**src/rtl/kbd_trap_pkg.sv**
```systemverilog
package kbd_trap_pkg;
  localparam int unsigned CSR_W    = 16;
  localparam int unsigned LANE_W   = 8;
  localparam int unsigned BE_W     = CSR_W / LANE_W;
  localparam int unsigned NUM_TRAP = 4;

  // Trap slot order: 0 data write, 1 command read, 2 command write, 3 pass-through end
  localparam int unsigned STS_POS [NUM_TRAP] = '{9, 10, 11, 15};
  localparam int unsigned EN_POS  [NUM_TRAP] = '{1, 2, 3, 7};

  localparam int unsigned IRQ_STS_POS = 12;
  localparam int unsigned IRQ_EN_POS  = 4;
  localparam int unsigned PIE_POS     = 13;

  localparam int unsigned SLOT_W60  = 0;
  localparam int unsigned SLOT_R64  = 1;
  localparam int unsigned SLOT_W64  = 2;
  localparam int unsigned SLOT_PASS = 3;

  function automatic int unsigned lane_of(input int unsigned pos);
    return pos / LANE_W;
  endfunction
endpackage

```
**src/rtl/kbd_trap_rst_sync.sv**
```systemverilog
module kbd_trap_rst_sync #(
  parameter int unsigned STAGES = 2
) (
  input  logic clk,
  input  logic rst_n,
  output logic rst_sync_n
);
  logic [STAGES-1:0] chain_q;
  logic [STAGES-1:0] chain_d;

  always_comb begin
    chain_d = {chain_q[STAGES-2:0], 1'b1};
  end

  always_ff @(posedge clk or negedge rst_n) begin
    if (!rst_n) chain_q <= '0;
    else        chain_q <= chain_d;
  end

  assign rst_sync_n = chain_q[STAGES-1];
endmodule

```
**src/rtl/kbd_trap_sticky.sv**
```systemverilog
module kbd_trap_sticky (
  input  logic clk,
  input  logic rst_n,
  input  logic set_i,
  input  logic clr_i,
  output logic flag_o
);
  logic flag_q;
  logic flag_d;

  // set takes priority over a same-cycle clear
  always_comb begin
    flag_d = set_i | (flag_q & ~clr_i);
  end

  always_ff @(posedge clk or negedge rst_n) begin
    if (!rst_n) flag_q <= 1'b0;
    else        flag_q <= flag_d;
  end

  assign flag_o = flag_q;
endmodule

```
**src/rtl/kbd_trap_ctl_reg.sv**
```systemverilog
module kbd_trap_ctl_reg #(
  parameter int unsigned NUM_EN = 4
) (
  input  logic              clk,
  input  logic              rst_n,
  input  logic [NUM_EN-1:0] en_wr_i,
  input  logic [NUM_EN-1:0] en_wdat_i,
  input  logic              irq_en_wr_i,
  input  logic              irq_en_wdat_i,
  input  logic              pie_wr_i,
  input  logic              pie_wdat_i,
  output logic [NUM_EN-1:0] trap_en_o,
  output logic              irq_en_o,
  output logic              pie_o
);
  logic [NUM_EN-1:0] trap_en_q, trap_en_d;
  logic              irq_en_q, irq_en_d;
  logic              pie_q, pie_d;

  always_comb begin
    for (int i = 0; i < int'(NUM_EN); i++) begin
      trap_en_d[i] = en_wr_i[i] ? en_wdat_i[i] : trap_en_q[i];
    end
    irq_en_d = irq_en_wr_i ? irq_en_wdat_i : irq_en_q;
    pie_d    = pie_wr_i    ? pie_wdat_i    : pie_q;
  end

  always_ff @(posedge clk or negedge rst_n) begin
    if (!rst_n) begin
      trap_en_q <= '0;
      irq_en_q  <= 1'b0;
      pie_q     <= 1'b1;
    end else begin
      trap_en_q <= trap_en_d;
      irq_en_q  <= irq_en_d;
      pie_q     <= pie_d;
    end
  end

  assign trap_en_o = trap_en_q;
  assign irq_en_o  = irq_en_q;
  assign pie_o     = pie_q;
endmodule

```
**src/rtl/kbd_trap_csr.sv**
```systemverilog
module kbd_trap_csr
  import kbd_trap_pkg::*;
(
  input  logic             clk,
  input  logic             rst_n,
  input  logic             csr_we,
  input  logic [BE_W-1:0]  csr_be,
  input  logic [CSR_W-1:0] csr_wdata,
  output logic [CSR_W-1:0] csr_rdata,
  input  logic             ev_wr64,
  input  logic             ev_rd64,
  input  logic             ev_wr60,
  input  logic             ev_pass_end,
  input  logic             pass_qual,
  input  logic             ctl_irq,
  output logic             pci_irq,
  output logic             smi_req
);
  logic                rst_core_n;
  logic [BE_W-1:0]     lane_wr;
  logic [NUM_TRAP-1:0] trap_ev;
  logic [NUM_TRAP-1:0] trap_clr;
  logic [NUM_TRAP-1:0] trap_sts;
  logic [NUM_TRAP-1:0] en_wr;
  logic [NUM_TRAP-1:0] en_wdat;
  logic [NUM_TRAP-1:0] trap_en;
  logic                irq_en;
  logic                pie;
  logic                unused_wdata;

  kbd_trap_rst_sync #(.STAGES(2)) u_rst_sync (
    .clk        (clk),
    .rst_n      (rst_n),
    .rst_sync_n (rst_core_n)
  );

  for (genvar b = 0; b < BE_W; b++) begin : g_lane
    assign lane_wr[b] = csr_we & csr_be[b];
  end

  assign trap_ev[SLOT_W60]  = ev_wr60;
  assign trap_ev[SLOT_R64]  = ev_rd64;
  assign trap_ev[SLOT_W64]  = ev_wr64 & ~pass_qual;
  assign trap_ev[SLOT_PASS] = ev_pass_end;

  for (genvar i = 0; i < NUM_TRAP; i++) begin : g_trap
    assign trap_clr[i] = lane_wr[lane_of(STS_POS[i])] & csr_wdata[STS_POS[i]];
    assign en_wr[i]    = lane_wr[lane_of(EN_POS[i])];
    assign en_wdat[i]  = csr_wdata[EN_POS[i]];

    kbd_trap_sticky u_sts (
      .clk    (clk),
      .rst_n  (rst_core_n),
      .set_i  (trap_ev[i]),
      .clr_i  (trap_clr[i]),
      .flag_o (trap_sts[i])
    );
  end

  kbd_trap_ctl_reg #(.NUM_EN(NUM_TRAP)) u_ctl (
    .clk           (clk),
    .rst_n         (rst_core_n),
    .en_wr_i       (en_wr),
    .en_wdat_i     (en_wdat),
    .irq_en_wr_i   (lane_wr[lane_of(IRQ_EN_POS)]),
    .irq_en_wdat_i (csr_wdata[IRQ_EN_POS]),
    .pie_wr_i      (lane_wr[lane_of(PIE_POS)]),
    .pie_wdat_i    (csr_wdata[PIE_POS]),
    .trap_en_o     (trap_en),
    .irq_en_o      (irq_en),
    .pie_o         (pie)
  );

  // write data bits with no storage behind them
  assign unused_wdata = ^{csr_wdata[14], csr_wdata[12], csr_wdata[8],
                          csr_wdata[6], csr_wdata[5], csr_wdata[0]};

  always_comb begin
    csr_rdata = '0;
    for (int i = 0; i < int'(NUM_TRAP); i++) begin
      csr_rdata[STS_POS[i]] = trap_sts[i];
      csr_rdata[EN_POS[i]]  = trap_en[i];
    end
    csr_rdata[IRQ_STS_POS] = ctl_irq;
    csr_rdata[IRQ_EN_POS]  = irq_en;
    csr_rdata[PIE_POS]     = pie;
  end

  assign smi_req = (|(trap_sts & trap_en)) | (ctl_irq & irq_en);
  assign pci_irq = ctl_irq & pie;
endmodule

```
**config.mk**
```make
export PLATFORM = sky130hd
export DESIGN_NAME = kbd_trap_csr
export DESIGN_NICKNAME = d
export VERILOG_FILES = /design/src/rtl/kbd_trap_pkg.sv /design/src/rtl/kbd_trap_rst_sync.sv /design/src/rtl/kbd_trap_sticky.sv /design/src/rtl/kbd_trap_ctl_reg.sv /design/src/rtl/kbd_trap_csr.sv
export SDC_FILE = /design/constraint.sdc
export NUM_CORES = 1
export LEC_CHECK = 0
export BUFFER_PORTS_ARGS = -buffer_cell sky130_fd_sc_hd__clkbuf_2
export CORE_MARGIN = 10
export CORE_UTILIZATION = 30
export CTS_CLUSTER_SIZE = 20
export DETAILED_ROUTE_END_ITERATION = 12
export HOLD_SLACK_MARGIN = 0.1
export PLACE_DENSITY = 0.7
export SYNTH_ARGS = -nofsm -noshare
export SYNTH_HDL_FRONTEND = slang
export SYNTH_SLANG_ARGS = --single-unit
```
**constraint.sdc**
```tcl
create_clock -name clk -period 0.98 [get_ports clk]
set_input_delay 0 -clock clk [delete_from_list [all_inputs] [get_ports clk]]
set_output_delay 0 -clock clk [all_outputs]
set_load 0.05 [all_outputs]
```
After elaboration in Yosys (flattened, before gate mapping). Cells that the tools add are included.

Flip-flop bits (word level): 12. Input bits: 27. Output and inout bits: 18. Logic and storage cells: 33.

Bitwise gates (word level): 24. Reduce and logical (&&, ||, !) cells: 1.

Operators with widths (count): bitwise AND 1 bit (13); NOT 1 bit (5); bitwise OR 1 bit (5); bitwise AND 4 bit (1); OR reduction 4 bit (1).

Longest topological paths before layout. Gate-level depths: netlist of the first run.

Depth after elaboration: 5. Gate-level depth with buffers: 2. Gate-level depth less buffers: 2.

Cells and area by module. From an unflattened synthesis of the first run, not the netlist that was laid out.

Cells, all modules: 47. Area, all modules: 575.6 um^2.

Modules (own cells, without submodules): kbd_trap_ctl_reg (instances 1, cells each 12, area each 241.5 um^2, sequential area each 151.4 um^2); kbd_trap_sticky (instances 4, cells each 3, area each 36.3 um^2, sequential area each 25.0 um^2); kbd_trap_csr (instances 1, cells each 20, area each 135.1 um^2, sequential area each 0.0 um^2); kbd_trap_rst_sync (instances 1, cells each 3, area each 53.8 um^2, sequential area each 50.0 um^2).

Worst setup path after synthesis of the first run. No wires, ideal clock.

Kind: reg2out. From: reg u_ctl.trap_en_q[3] (netlist: u_ctl.trap_en_o[3]). To: out smi_req. Arrival time: 1254 ps. Data required time: 980 ps. Setup slack: -274 ps. Stages on the path, launching flop included: 3. Buffers on the path: 0. Cells stage by stage: dfrtp_1 -> a222oi_1 -> nand2_1.

Longest elaborated chain between the ends: 3.

Ends and longest elaborated chain: from (decl) (line kbd_trap_ctl_reg.sv:16) `logic [NUM_EN-1:0] trap_en_q, trap_en_d;`; from (signal assigned) (line kbd_trap_ctl_reg.sv:34) `trap_en_q <= trap_en_d;`; bitwise AND 4 bit (line kbd_trap_csr.sv:89) `assign smi_req = (|(trap_sts & trap_en)) | (ctl_irq & irq_en);`; OR reduction 4 bit (line kbd_trap_csr.sv:89); bitwise OR 1 bit (line kbd_trap_csr.sv:89); to (decl) (line kbd_trap_csr.sv:17) `output logic smi_req`.

No other way between the ends.

Final worst setup path of the first run.
From: reg u_ctl.irq_en_q (netlist: u_ctl.irq_en_o). To: out smi_req.

Longest elaborated chain between the ends: 2.

Ends and longest elaborated chain: from (decl) (line kbd_trap_ctl_reg.sv:17) `logic irq_en_q, irq_en_d;`; from (signal assigned) (line kbd_trap_ctl_reg.sv:35) `irq_en_q <= irq_en_d;`; bitwise AND 1 bit (line kbd_trap_csr.sv:89); bitwise OR 1 bit (line kbd_trap_csr.sv:89).

No other way between the ends.

==> impl_metrics.json, run 1 <==
{
  "cts_tree": "built",
  "p_clk_share_pct": 22.2,
  "start_kind": "flop",
  "dp_hpwl_um": 1310,
  "setup_tns_ns": -0.569,
  "internal_power_mw": 1.19,
  "ys_warn_count": 0,
  "endpoint_kind": "output pin",
  "yosysMostFrequentCell": "buf_4",
  "cts_buffers": 3,
  "holdPathStages": 3,
  "drtAntennaViolNets": 0,
  "grt_usage_pct": 9.38,
  "p_sw_mw": 0.603,
  "synth_top_area_cell": "dfrtp_1",
  "synth_top_area_share_pct": 47.2,
  "die-area_um2": 4110,
  "pre_cts_ws_ns": -0.0896,
  "die_x_um": 64.1,
  "grt_overflow": 0,
  "clock_skew_ns": 0.00308,
  "required_ns": 0.98,
  "h-tree-depth": 1,
  "drive_gt1_share_pct": 58.3,
  "gp_congestion": 0.692,
  "drt_iter0_markers": 11,
  "cp_max_fo": 2,
  "min_from": "csr_be[0]",
  "antenna_found_initial": 0,
  "critPathKind": "flop to output pin",
  "max-vdd-ir-drop_uv": 1140,
  "synth_edf_count": 0,
  "place_inst": 105,
  "seq_power_share_pct": 33.4,
  "synth_area_um2": 583,
  "cts_max_path_buffers": 2,
  "p_leak_nw": 0.587,
  "synth_cell_type_count": 15,
  "worstPathArrival_ns": 1.29,
  "viasPerCell": 3.99,
  "clk_latency_ns": 0.27,
  "clkTransAtPathRegs_ns": 0.08,
  "comb_power_share_pct": 44.4,
  "antenna_cells": 0,
  "final_hold_viol_count": 0,
  "rsz0062_at_grt": "yes",
  "area_growth_pct": 104,
  "dr.pass1.iters": 4,
  "cts_sinks": 12,
  "synthTopCellsByCount": "buf_4 (12), dfrtp_1 (11), mux2_4 (5)",
  "die_y_um": 64.1,
  "yosys_most_used_dff": "dfrtp_1",
  "coreArea_um2": 1780,
  "placed_cell_area_um2": 772,
  "port_buffers": 33,
  "violations": "negative setup slack",
  "syn-instance-count": 47,
  "nNetsFinal": 131,
  "drc": 0,
  "fp-row-count": 15,
  "reg2reg_from": "g_trap[3].u_sts.flag_o$_DFF_PN0_",
  "root_buffer": "clkbuf_4",
  "synth_seq_cells": 12,
  "grt_max_degree": 11,
  "fmax_mhz": 773,
  "vias": 511,
  "rrSetupSlack_ns": 0.07,
  "status": "finished with violations",
  "ys_async_sr_fraction_pct": 100,
  "setup-violations-final": 4,
  "final_area_um2": 1190,
  "slew_violations": 0,
  "wl_per_cell_um": 14.5,
  "start_util_pct": 32.7,
  "grt_pass1_vias": 604,
  "cap_violations": 0,
  "io_pins": 45,
  "r2r_cells": 3,
  "p_per_area_nw_per_um2": 1510,
  "hp-class": "primary input to flop",
  "worstHoldEndpoint": "u_ctl.trap_en_o[2]$_DFFE_PN0P_",
  "r2r-end": "g_trap[3].u_sts.flag_o$_DFF_PN0_",
  "fin_cells": 128,
  "ys_seq_area_share_pct": 51.7,
  "fin_ws_ns": -0.313,
  "synth.area.top_cells": "dfrtp_1 (47%), buf_4 (15%), mux2_4 (13%)",
  "period_share_pct": 132,
  "sw_frac_of_total_pct": 33.7,
  "min_period_ns": 1.29,
  "grt_pass1_wl_um": 2990,
  "syn_avg_cell_area_um2": 12.4,
  "finalWirelength_um": 1860
}
-- worst max-delay path by stage --
stage / end / slack (ns) / from
3_5_place_dp: smi_req / -0.09 / u_ctl.irq_en_o$_DFFE_PN0P_
4_1_cts: smi_req / -0.37 / u_ctl.irq_en_o$_DFFE_PN0P_
3_3_place_gp: smi_req / -0.03 / u_ctl.irq_en_o$_DFFE_PN0P_
5_1_grt: smi_req / -0.39 / u_ctl.irq_en_o$_DFFE_PN0P_
2_1_floorplan: smi_req / -0.11 / u_ctl.trap_en_o[3]$_DFFE_PN0P_
6_report: smi_req / -0.31 / u_ctl.irq_en_o$_DFFE_PN0P_
-- stage by stage --
| step | power, mW | hold slack, ns | utilization [%] |
|---|---|---|---|
| after CTS | 1.79 | 0.112 | 65.4 |
| after detailed placement | 1.14 | -0.212 | 43.3 |
| after floorplan | 1.00 | -0.296 | - |
| after global routing | 1.88 | 0.125 | 66.6 |
| final | 1.79 | 0.126 | 66.6 |
| after global placement | 1.13 | -0.213 | 43.3 |
-- per-layer routing --
metal  up-vias  part of all wire, %  track usage (%)
met5         -                    0                0
met4         0                    0             4.10
met3         0                   12             5.05
met2        23                   56             17.2
met1       232                   32             8.28
li1        256                    -                -
-- sequential cells by signal, summed over array words and instances (netlist names) --
name / count
g_trap.u_sts.flag_o: 4
u_rst_sync.chain_q: 2
u_ctl.pie_o: 1
u_ctl.irq_en_o: 1
u_ctl.trap_en_o: 4
-- cells by family after synthesis --
logic type / Yosys count / synth area share (%)
AND/OR/NAND/NOR: 8 / 7.73
buffers and inverters: 13 / 16.1
other: 2 / 1.29
AO/OA/AOI/OAI: 6 / 8.37
flip-flops: 12 / 51.7
multiplexers: 6 / 14.8
-- cell type report --
cell class	instances	area, um^2
Multi-Input combinational cell	26	208
Clock buffer	4	36.3
Fill cell	130	596
Inverter	1	3.75
Timing Repair Buffer	60	602
Sequential cell	12	307
Tap cell	25	31.3
-- what timing repair did --
| item | 4_1_cts | 5_1_grt |
|---|---|---|
| endpoints found under the setup margin | 11 | 11 |
| pin swaps | 2 | 1 |
| cloned | 0 | 0 |
| resized for setup | 32 | 8 |
| hold buffers | 18 | 0 |
| setup buffers | 2 | 3 |
| endpoints found under the hold margin | 12 | 0 |
-- layout by cell type, fill, tap and decap left out --
master	Yosys	layout
a21o_1	3	3
a222oi_1	1	1
a22o_1	1	1
a22oi_1	1	1
and2_4	0	1
buf_4	12	4
buf_6	0	5
buf_8	0	5
clkbuf_16	0	6
clkbuf_2	0	22
clkbuf_4	0	3
clkbuf_8	0	1
conb_1	2	6
dfrtp_1	11	7
dfrtp_2	0	4
dfstp_2	1	1
dlygate4sd3_1	0	18
inv_1	1	1
mux2_2	1	1
mux2_4	5	5
nand2_1	2	1
nand2_2	0	1
nand2_4	1	1
nand3_1	4	4
-- power groups by stage --
stage,clock [mW],combinational [mW],sequential (mW)
floorplan,0,0.315,0.690
global placement,0,0.531,0.599
detailed placement,0,0.536,0.603
CTS,0.413,0.777,0.599
global route,0.440,0.833,0.607
finish,0.397,0.795,0.599
-- critical path, cell delays in order (launching register included) --
cell and delay (ns):
dfrtp_1 0.39, a222oi_1 0.36, nand2_2 0.11, buf_8 0.16
(Power assumes the default switching activity.)
==> inputs of run 2 (changes only) <==
==> constraint.sdc (replaced) <==
create_clock -name clk -period 1.7 [get_ports clk]
set_input_delay 0 -clock clk [delete_from_list [all_inputs] [get_ports clk]]
set_output_delay 0 -clock clk [all_outputs]
set_load 0.05 [all_outputs]
==> impl_metrics.json, run 2 (synthesis results as in run 1) <==
{
  "slowest_delay_ns": 0.40,
  "root_buffer": "clkbuf_4",
  "holdPathStages": 3,
  "h-tree-depth": 1,
  "worstPathArrival_ns": 1.35,
  "drc": 0,
  "internal_power_mw": 0.552,
  "status": "finished, final reports clean",
  "crit_family": "flip-flops",
  "r2r_cells": 2,
  "crit_chain": "a222oi_1 > nand2_1 > clkbuf_2",
  "die_y_um": 64.1,
  "coreArea_um2": 1780,
  "ctsHoldBuffers": 16,
  "finalWirelength_um": 1590,
  "grt_max_degree": 11,
  "placed_cell_area_um2": 704,
  "cts_buffers": 3,
  "pre_cts_ws_ns": 0.651,
  "final_area_um2": 901,
  "setup-violations-final": 0,
  "min_period_ns": 1.35,
  "port_buffers": 33,
  "cap_violations": 0,
  "drt_iter0_markers": 12,
  "setup_tns_ns": 0,
  "seq_power_share_pct": 39.6,
  "fin_util_pct": 50.5,
  "hp-class": "primary input to flop",
  "rrSetupSlack_ns": 0.46,
  "rsz0062_at_grt": "no",
  "cts_resized": 0,
  "slowest_stage": "dfrtp_1",
  "p_per_area_nw_per_um2": 968,
  "fp-row-count": 15,
  "cts_setup_buffers": 0,
  "vias": 475,
  "worstPathBufferInverterCount": 1,
  "drtAntennaViolNets": 0,
  "layout_commonest_cell": "clkbuf_2",
  "clock_skew_ns": 0.00371,
  "sw_frac_of_total_pct": 36.7,
  "start_kind": "flop",
  "p_leak_nw": 0.458,
  "die-area_um2": 4110,
  "final_cell_mix": "clkbuf_2 (33), dlygate4sd3_1 (16), dfrtp_1 (11), conb_1 (6), mux2_4 (5)",
  "clkTransAtPathRegs_ns": 0.08,
  "grt_pass1_vias": 567,
  "required_ns": 1.70,
  "io_pins": 45,
  "viasPerCell": 4.06,
  "cts_tree": "built",
  "area_growth_pct": 54.5,
  "start_util_pct": 32.7,
  "antenna_found_initial": 0,
  "p_clk_share_pct": 26.2,
  "endpoint_kind": "output pin",
  "clk_latency_ns": 0.28,
  "critPathKind": "flop to output pin",
  "period_share_pct": 79.2,
  "wl_per_cell_um": 13.5,
  "p_sw_mw": 0.320,
  "comb_power_share_pct": 34.2,
  "cp_max_fo": 3,
  "grt_overflow": 0,
  "fmax_mhz": 742,
  "drive_gt1_share_pct": 48.9,
  "antenna_cells": 0,
  "cts_max_path_buffers": 2,
  "worstSetupPathDepth": 3,
  "fin_ws_ns": 0.353,
  "dp_hpwl_um": 1210,
  "die_x_um": 64.1,
  "nNetsFinal": 120,
  "slew_violations": 0,
  "grt_pass1_wl_um": 2680,
  "cts_sinks": 12,
  "max-vdd-ir-drop_uv": 508,
  "dr.pass1.iters": 4,
  "gp_congestion": 0.742,
  "grt_usage_pct": 8.41,
  "whs_ns": 0.100,
  "final_hold_viol_count": 0
}
run 2: worst paths after layout:
check / startpoint / endpoint
worst min-delay path: csr_be[1] / u_ctl.pie_o$_DFFE_PN1N_
worst min register to register: u_rst_sync.chain_q[1]$_DFF_PN0_ / g_trap[1].u_sts.flag_o$_DFF_PN0_
max in group asynchronous: rst_n / u_rst_sync.chain_q[1]$_DFF_PN0_
worst max-delay path: u_ctl.irq_en_o$_DFFE_PN0P_ / smi_req
min in group asynchronous: u_rst_sync.chain_q[1]$_DFF_PN0_ / g_trap[1].u_sts.flag_o$_DFF_PN0_
worst max register to register: g_trap[2].u_sts.flag_o$_DFF_PN0_ / g_trap[2].u_sts.flag_o$_DFF_PN0_
run 2: worst min-delay path: stages:
cell and delay (ns):
clkbuf_2 0.12, nand2_1 0.08, mux2_2 0.15
run 2: cell type report:
| cell class | count | area, um^2 |
|---|---|---|
| fillers | 169 | 882 |
| repair buffers | 49 | 325 |
| flip-flops and latches | 12 | 302 |
| multi-input cells | 26 | 203 |
| clock buffers | 4 | 36.3 |
| well taps | 25 | 31.3 |
| inverters | 1 | 3.75 |
run 2: layer usage:
layer,share of wire (%),track usage (%),wire (um),vias to the layer above
met5,0,0,0,-
met4,0,2.46,0,0
met3,16,7.84,253,0
met2,47,12.7,750,28
met1,37,8.16,580,216
li1,-,-,-,231
run 2: stage by stage:
stage | std cells | power (mW)
4_1_cts | 117 | 0.882
6_report | 117 | 0.872
5_1_grt | 117 | 0.921
3_5_place_dp | 97 | 0.620
3_3_place_gp | 97 | 0.617
2_1_floorplan | 51 | 0.574
run 2: power by group through the flow:
stage          clock network [mW]  registers (mW)  logic (mW)
5_1_grt                     0.252           0.353       0.316
3_3_place_gp                    0           0.350       0.267
2_1_floorplan                   0           0.395       0.180
6_report                    0.228           0.345       0.298
3_5_place_dp                    0           0.352       0.268
4_1_cts                     0.236           0.346       0.300
==> inputs of run 3 (changes only) <==
==> constraint.sdc (replaced) <==
create_clock -name clk -period 1.26 [get_ports clk]
set_input_delay 0 -clock clk [delete_from_list [all_inputs] [get_ports clk]]
set_output_delay 0 -clock clk [all_outputs]
set_load 0.05 [all_outputs]
==> impl_metrics.json, run 3 (synthesis results as in run 1) <==
{
  "start_util_pct": 32.7,
  "period_share_pct": 105,
  "clkTransAtPathRegs_ns": 0.08,
  "cp_max_fo": 3,
  "grt_max_degree": 11,
  "port_buffers": 33,
  "final_cell_mix": "clkbuf_2 (32), dlygate4sd3_1 (18), dfrtp_1 (11), conb_1 (6), mux2_4 (5)",
  "grt_pass1_wl_um": 2700,
  "cts_buffers": 3,
  "area_growth_pct": 60.9,
  "start_kind": "flop",
  "cts_sinks": 12,
  "regArea_um2": 302,
  "h-tree-depth": 1,
  "io_pins": 45,
  "nFillCells": 165,
  "slowest_stage": "dfrtp_1",
  "holdPathStages": 3,
  "viasPerCell": 4.09,
  "die_y_um": 64.1,
  "coreArea_um2": 1780,
  "endpoint_kind": "output pin",
  "rrSetupSlack_ns": 0.38,
  "layout_commonest_cell": "clkbuf_2",
  "required_ns": 1.26,
  "grt_overflow": 0,
  "slowest_delay_ns": 0.41,
  "p_leak_nw": 0.483,
  "vias": 491,
  "antenna_found_initial": 0,
  "slew_violations": 0,
  "drive_gt1_share_pct": 48.4,
  "drt_iter0_markers": 6,
  "status": "finished with violations",
  "clock_skew_ns": 0.00381,
  "final_area_um2": 938,
  "gp_congestion": 0.742,
  "worstPathArrival_ns": 1.32,
  "final_hold_viol_count": 0,
  "placed_cell_area_um2": 704,
  "fmax_mhz": 757,
  "grt_pass1_vias": 562,
  "p_per_area_nw_per_um2": 1280,
  "critPathKind": "flop to output pin",
  "rsz0062_at_grt": "yes",
  "setup-violations-final": 1,
  "cap_violations": 0,
  "fin_ws_ns": -0.0615,
  "wl_per_cell_um": 14.4,
  "clk_latency_ns": 0.28,
  "multi_input_area_um2": 203,
  "r2r_cells": 2,
  "nNetsFinal": 123,
  "max-vdd-ir-drop_uv": 736,
  "crit_chain": "a222oi_1 > nand2_1 > buf_8",
  "finalWirelength_um": 1730,
  "antenna_cells": 0,
  "fin_util_pct": 52.6,
  "dp_hpwl_um": 1210,
  "drc": 0,
  "die-area_um2": 4110,
  "dr.pass1.iters": 4,
  "root_buffer": "clkbuf_4",
  "cts_tree": "built",
  "min_period_ns": 1.32,
  "fp-row-count": 15,
  "drtAntennaViolNets": 0,
  "die_x_um": 64.1,
  "cts_max_path_buffers": 2,
  "violations": "negative setup slack",
  "hp-class": "primary input to flop",
  "grt_usage_pct": 8.52
}
==> run 3: changes by cell type in the layout (fill, tap and decap cells not counted), sizes merged <==
cell         delta
clkbuf          -1
buf             +2
dlygate4sd3     +2
==> run 3: critical path, delay by kind of cell, from the launching register on <==
kind / cells / cell delay, ns
compound gates: 1 / 0.31
buf+inv: 1 / 0.18
flops: 1 / 0.41
simple gates: 1 / 0.14
==> run 3: repair_timing <==
| action | CTS | global route |
|---|---|---|
| gates cloned | 0 | 0 |
| resized for setup | 2 | 1 |
| endpoints found under the setup margin | 1 | 5 |
| pin swaps | 2 | 3 |
| buffers inserted | 1 | 0 |
| hold buffers | 16 | 6 |
| hold endpoints to repair | 12 | 4 |
==> run 3: layout make-up <==
class / count / area share, %
Clock buffer: 4 / 3.87
Inverter: 1 / 0.400
Multi-Input combinational cell: 26 / 21.6
Sequential cell: 12 / 32.1
Tap cell: 25 / 3.33
Timing Repair Buffer: 52 / 38.7
==> run 3: layer usage <==
metal	global-route usage (%)	part of all wire (%)	vias up
met1	8.26	37	225
met4	2.46	0	0
met2	12.9	48	29
li1	-	-	237
met5	0	0	-
met3	7.84	15	0
==> run 3: where the power goes <==
group	switching [mW]	leakage, nW	internal (mW)	total (mW)
sequential	0.0375	0.131	0.429	0.466
clock	0.131	0.0210	0.176	0.307
combinational	0.269	0.331	0.154	0.423
total	0.438	0.483	0.759	1.20
==> run 3: worst paths after layout <==
check / from / endpoint
max: g_trap[3].u_sts.flag_o$_DFF_PN0_ / smi_req
min: csr_we / g_trap[1].u_sts.flag_o$_DFF_PN0_
max reg2reg: u_ctl.irq_en_o$_DFFE_PN0P_ / u_ctl.irq_en_o$_DFFE_PN0P_
min reg2reg: u_rst_sync.chain_q[1]$_DFF_PN0_ / g_trap[3].u_sts.flag_o$_DFF_PN0_
max in group asynchronous: rst_n / u_rst_sync.chain_q[1]$_DFF_PN0_
min in group asynchronous: u_rst_sync.chain_q[1]$_DFF_PN0_ / g_trap[3].u_sts.flag_o$_DFF_PN0_
==> run 3: metrics by stage <==
step                      hold WS, ns  TNS (ns)  std cells  setup slack [ns]  power (mW)
after floorplan                -0.296         0         51           0.00570       0.775
final                          0.0933   -0.0615        120           -0.0615        1.20
after detailed placement       -0.212         0         97             0.211       0.837
after global placement         -0.214         0         97             0.238       0.832
after CTS                       0.104   -0.0531        118           -0.0531        1.20
after global routing            0.108    -0.127        120            -0.127        1.26
